--- src/rtl/ext_irq_pkg.sv ---
package ext_irq_pkg;
  localparam int DATA_W_DEF  = 8;
  localparam int BIT_PEN     = 7;
  localparam int BIT_PFLAG   = 6;
  localparam int BIT_PACK    = 5;
  localparam int BIT_SEN     = 3;
  localparam int BIT_SFLAG   = 2;
  localparam int BIT_SACK    = 1;
  localparam int SYNC_STAGES = 2;
endpackage

--- src/rtl/eirq_sync.sv ---
module eirq_sync #(
  parameter int W      = 6,
  parameter int STAGES = 2
) (
  input  logic         clk,
  input  logic         rst,
  input  logic [W-1:0] din,
  output logic [W-1:0] dout
);
  logic [STAGES-1:0][W-1:0] stage_q;

  always_ff @(posedge clk) begin
    if (rst) begin
      stage_q <= '1;
    end else begin
      stage_q[0] <= din;
      for (int i = 1; i < STAGES; i++) begin
        stage_q[i] <= stage_q[i-1];
      end
    end
  end

  assign dout = stage_q[STAGES-1];
endmodule

--- src/rtl/eirq_edge.sv ---
module eirq_edge (
  input  logic clk,
  input  logic rst,
  input  logic active,
  output logic rise
);
  logic prev_q;

  always_ff @(posedge clk) begin
    if (rst) prev_q <= 1'b0;
    else     prev_q <= active;
  end

  assign rise = active & ~prev_q;
endmodule

--- src/rtl/eirq_flag.sv ---
module eirq_flag (
  input  logic clk,
  input  logic rst,
  input  logic set,
  input  logic clr,
  output logic q
);
  always_ff @(posedge clk) begin
    if (rst)      q <= 1'b0;
    else if (set) q <= 1'b1;
    else if (clr) q <= 1'b0;
  end
endmodule

--- src/rtl/ext_irq_ctrl.sv ---
module ext_irq_ctrl
  import ext_irq_pkg::*;
#(
  parameter int PORT_W = 4,
  parameter int DATA_W = DATA_W_DEF
) (
  input  logic              clk,
  input  logic              rst,
  input  logic              cfg_port_irq,
  input  logic              irq_n,
  input  logic [PORT_W-1:0] port_n,
  input  logic              sec_n,
  input  logic              stop_entry,
  input  logic              wait_entry,
  input  logic              reg_wr,
  input  logic              reg_rd,
  input  logic [DATA_W-1:0] reg_wdata,
  output logic [DATA_W-1:0] reg_rdata,
  output logic              irq_pri,
  output logic              irq_sec
);
  localparam int NPIN = PORT_W + 2;

  logic [NPIN-1:0]   pins_sync;
  logic              s_irq, s_sec;
  logic [PORT_W-1:0] s_port;
  logic              pri_active, sec_active;
  logic              pri_set, sec_set;
  logic              pri_ack, sec_ack;
  logic              pri_flag, sec_flag;
  logic              pen_q, sen_q;
  logic [DATA_W-1:0] rdata_q;
  logic [DATA_W-1:0] status;
  logic              unused_wbits;

  eirq_sync #(.W(NPIN), .STAGES(SYNC_STAGES)) u_sync (
    .clk  (clk),
    .rst  (rst),
    .din  ({sec_n, port_n, irq_n}),
    .dout (pins_sync)
  );

  assign s_irq  = pins_sync[0];
  assign s_port = pins_sync[PORT_W:1];
  assign s_sec  = pins_sync[NPIN-1];

  assign pri_active = ~s_irq | (cfg_port_irq & ~(&s_port));
  assign sec_active = ~s_sec;

  eirq_edge u_pri_edge (.clk(clk), .rst(rst), .active(pri_active), .rise(pri_set));
  eirq_edge u_sec_edge (.clk(clk), .rst(rst), .active(sec_active), .rise(sec_set));

  assign pri_ack = reg_wr & reg_wdata[BIT_PACK];
  assign sec_ack = reg_wr & reg_wdata[BIT_SACK];

  eirq_flag u_pri_flag (.clk(clk), .rst(rst), .set(pri_set), .clr(pri_ack), .q(pri_flag));
  eirq_flag u_sec_flag (.clk(clk), .rst(rst), .set(sec_set), .clr(sec_ack), .q(sec_flag));

  always_ff @(posedge clk) begin
    if (rst) begin
      pen_q <= 1'b1;
      sen_q <= 1'b0;
    end else begin
      if (stop_entry || wait_entry) pen_q <= 1'b1;
      else if (reg_wr)              pen_q <= reg_wdata[BIT_PEN];
      if (reg_wr)                   sen_q <= reg_wdata[BIT_SEN];
    end
  end

  always_comb begin
    status            = '0;
    status[BIT_PEN]   = pen_q;
    status[BIT_PFLAG] = pri_flag;
    status[BIT_SEN]   = sen_q;
    status[BIT_SFLAG] = sec_flag;
  end

  always_ff @(posedge clk) begin
    if (rst)         rdata_q <= '0;
    else if (reg_rd) rdata_q <= status;
  end

  assign reg_rdata = rdata_q;
  assign irq_pri   = pri_flag & pen_q;
  assign irq_sec   = sec_flag & sen_q;

  assign unused_wbits = ^{reg_wdata[BIT_PFLAG], reg_wdata[BIT_SFLAG], reg_wdata[4], reg_wdata[0]};
endmodule

--- config.mk ---
export PLATFORM = sky130hd
export DESIGN_NAME = ext_irq_ctrl
export DESIGN_NICKNAME = d
export VERILOG_FILES = /design/src/rtl/ext_irq_pkg.sv /design/src/rtl/eirq_sync.sv /design/src/rtl/eirq_edge.sv /design/src/rtl/eirq_flag.sv /design/src/rtl/ext_irq_ctrl.sv
export SDC_FILE = /design/constraint.sdc
export NUM_CORES = 1
export LEC_CHECK = 0
export BUFFER_PORTS_ARGS = -buffer_cell sky130_fd_sc_hd__buf_2
export CAP_MARGIN = 20
export CORE_MARGIN = 2
export CORE_UTILIZATION = 50
export CTS_CLUSTER_SIZE = 40
export DETAILED_ROUTE_END_ITERATION = 8
export PLACE_DENSITY = 0.86
export SETUP_SLACK_MARGIN = 0.02
export SLEW_MARGIN = 15
export SYNTH_ARGS = -nofsm -noshare
export SYNTH_HDL_FRONTEND = slang
export SYNTH_HIERARCHICAL = 1
export SYNTH_SLANG_ARGS = --single-unit
--- constraint.sdc ---
create_clock -name clk -period 2.4 [get_ports clk]
set_input_delay 0.24 -clock clk [delete_from_list [all_inputs] [get_ports clk]]
set_output_delay 0.24 -clock clk [all_outputs]
set_load 0.05 [all_outputs]
==> flow_summary_export.csv <==
group,metric,value,unit
clocking,cts_sinks,22,
sta,finalSetupTns,0,ns
drt,vias,475,
sta,grt_setup_unrepaired,"false",
placement,place_congestion,0.597,
synth,synth.avg_cell_area,10.8,sq um
die,initial_core_util,54.4,%
setup_path,cp_max_fo,3,
die,core_area,1520,sq um
drt,routedWlPerCell,9.27,um
drt,routed_wl,1.01,mm
clocking,clockRootBuffer,"clkbuf_4",
clocking,cts_buffers,3,
min_path,hold_class,"in2reg",
synth,synth.distinct_cells,16,
setup_path,arrival,1.04,ns
drt,drt_iter0_drc,2,
synth,synthCells,77,
drt,drc,0,
finish,final_cells,109,
drt,vias_per_cell,4.36,
placement,portBuffers,22,
global_routing,grt_start_max_net_pins,23,
setup_path,criticalPathCategory,"reg2out",
setup_path,cp.required,2.16,ns
power,power_density,691,nW/um^2
sta,worst_slack,1.12,ns
clocking,clk_latency,0.29,ns
clocking,postCtsHoldBufs,0,
setup_path,cp_slowest_stage_delay,0.36,ns
global_routing,gr-total-overflow,0,
synth,netlist_area,830,sq um
sta,slew_violations,0,
placement,hpwl,757,um
clocking,clk_pin_slew,0.10,ns
clocking,htree_num_levels,1,
global_routing,grt_pass1_wl,1.63,mm
die,rows,14,
drt,first_pass_iters,2,
setup_path,worstPathCellList,"and2_1, buf_2",
placement,placed_cells,106,
sta,final_hold_viol_count,0,
finish,num-nets-final,116,
finish,syn_to_final_growth,9.50,%
setup_path,worst_setup_path_start_kind,"flip-flop",
sta,setup_viol,0,
global_routing,track_usage,11.9,%
setup_path,cp_top_family,"flip-flops",
sta,hold_ws,0.114,ns
power,leakagePower,0.427,nW
clocking,ctsResizeCount,0,
flow_run,cap_violations,0,
setup_path,slowest_stage,"dfxtp_1",
die,ios,31,
placement,pre_cts_ws,1.43,ns
sta,fin_skew,0.000202,ns
clocking,cts_tree,"built",
clocking,cts_buffer_depth,2,
die,die_x,44.7,um
finish,fin_util,59.6,%
sta,period_needed,1.28,ns
finish,antenna_cells,0,
global_routing,antenna_found_initial,0,
sta,min_period_over_period,53.4,%
die,die_h,44.7,um
setup_path,cp-end-kind,"output pin",
synth,ys_seq_elements,22,
drt,ant_nets,0,
power,ir_drop,0.000409,V
finish,layout-drive-gt1-share,34.4,%
die,fp.dieArea,2000,sq um
clocking,post-cts-setup-buffers,0,
synth,yosysSeqAreaShare,53.1,%
setup_path,cp_num_buf_inv,1,
sta,clock.fmax,0.781,GHz
synth,yosysWarnings,6,
outcome,status,"complete, no violations",
global_routing,grt_pass1_vias,427,
[cells by family (layout without fill, tap and decap cells)]
kind of cell	Yosys count	in the layout	share of synthesized area, %
buf+inv	15	28	11.6
mux	6	6	7.24
flops	22	22	53.1
compound gates	3	3	3.32
other cells	1	4	0.452
simple gates	30	30	24.3
[worst register-to-register path, cell delays in order (launching register included)]
cell and delay [ns]:
dfxtp_1 0.33, nand4_1 0.08, a21bo_2 0.23, nor2b_4 0.12, inv_1 0.06, a21oi_2 0.05
[cell usage in the layout, fill, tap and decap left out]
master / n
nor2b_4: 4
nand4_1: 1
or2_1: 12
buf_2: 22
conb_1: 4
nand2b_1: 2
nand2_1: 1
clkbuf_4: 3
mux2i_1: 6
a21oi_2: 2
dfxtp_1: 22
a21bo_2: 1
and2_1: 4
nor3_1: 1
nor2_1: 5
inv_1: 3
[through the flow]
stage | instance area [sq um] | total power, mW
2_1_floorplan | 841 | 0.470
3_3_place_gp | 886 | 0.482
3_5_place_dp | 886 | 0.485
4_1_cts | 908 | 0.635
5_1_grt | 908 | 0.656
6_report | 908 | 0.628
[Yosys cell counts]
cell	n	share of area, %
dfxtp_1	22	53
or2_1	12	9.0
buf_4	10	9.0
mux2i_1	6	7.2
nor2_1	5	2.3
and2_1	4	3.0
nor2b_4	4	6.6
inv_1	3	1.4
a21oi_2	2	2.1
clkbuf_2	2	1.2
nand2b_1	2	1.5
a21bo_2	1	1.2
conb_1	1	0.45
nand2_1	1	0.45
nand4_1	1	0.75
nor3_1	1	0.60
[where the power goes]
group	internal [mW]	switching, mW	leakage, nW
clock network	0.0584	0.0946	0.0138
logic	0.0337	0.0522	0.232
registers	0.383	0.00669	0.182
total	0.475	0.153	0.427
[area by class of cell]
type / count / area [sq um]
Inverter: 3 / 11.3
Fill cell: 132 / 616
Sequential cell: 22 / 440
Clock buffer: 3 / 22.5
Timing Repair Buffer: 22 / 110
Multi-Input combinational cell: 43 / 304
Tap cell: 16 / 20.0
[worst paths after layout]
kind | to | cells after the start | from | slack [ns]
worst max-delay path | irq_sec | 2 | u_sec_flag/q | 1.12
worst min-delay path | u_sync/stage_q[2] | 2 | port_n[1] | 0.11
worst min register to register | u_sync/dout[2] | 1 | u_sync/stage_q[2] | 0.41
worst max register to register | u_pri_flag/q | 5 | u_sync/dout[1] | 1.43
[sequential cells by signal (all words and copies together) (netlist names)]
name and flops:
sen_q 1, u_sync/dout 6, u_sync/stage_q 6, u_sec_edge/prev_q 1
u_pri_flag/q 1, u_pri_edge/prev_q 1, pen_q 1, reg_rdata 4
u_sec_flag/q 1
[layer usage]
layer,GRT usage (%),up-vias,part of all wire (%)
met1,14.1,203,48
met3,3.60,4,4.5
met5,0,-,0
met2,17.1,11,46
li1,-,257,-
met4,10.9,0,2.3
No activity file was read; power rests on OpenSTA's default activity.
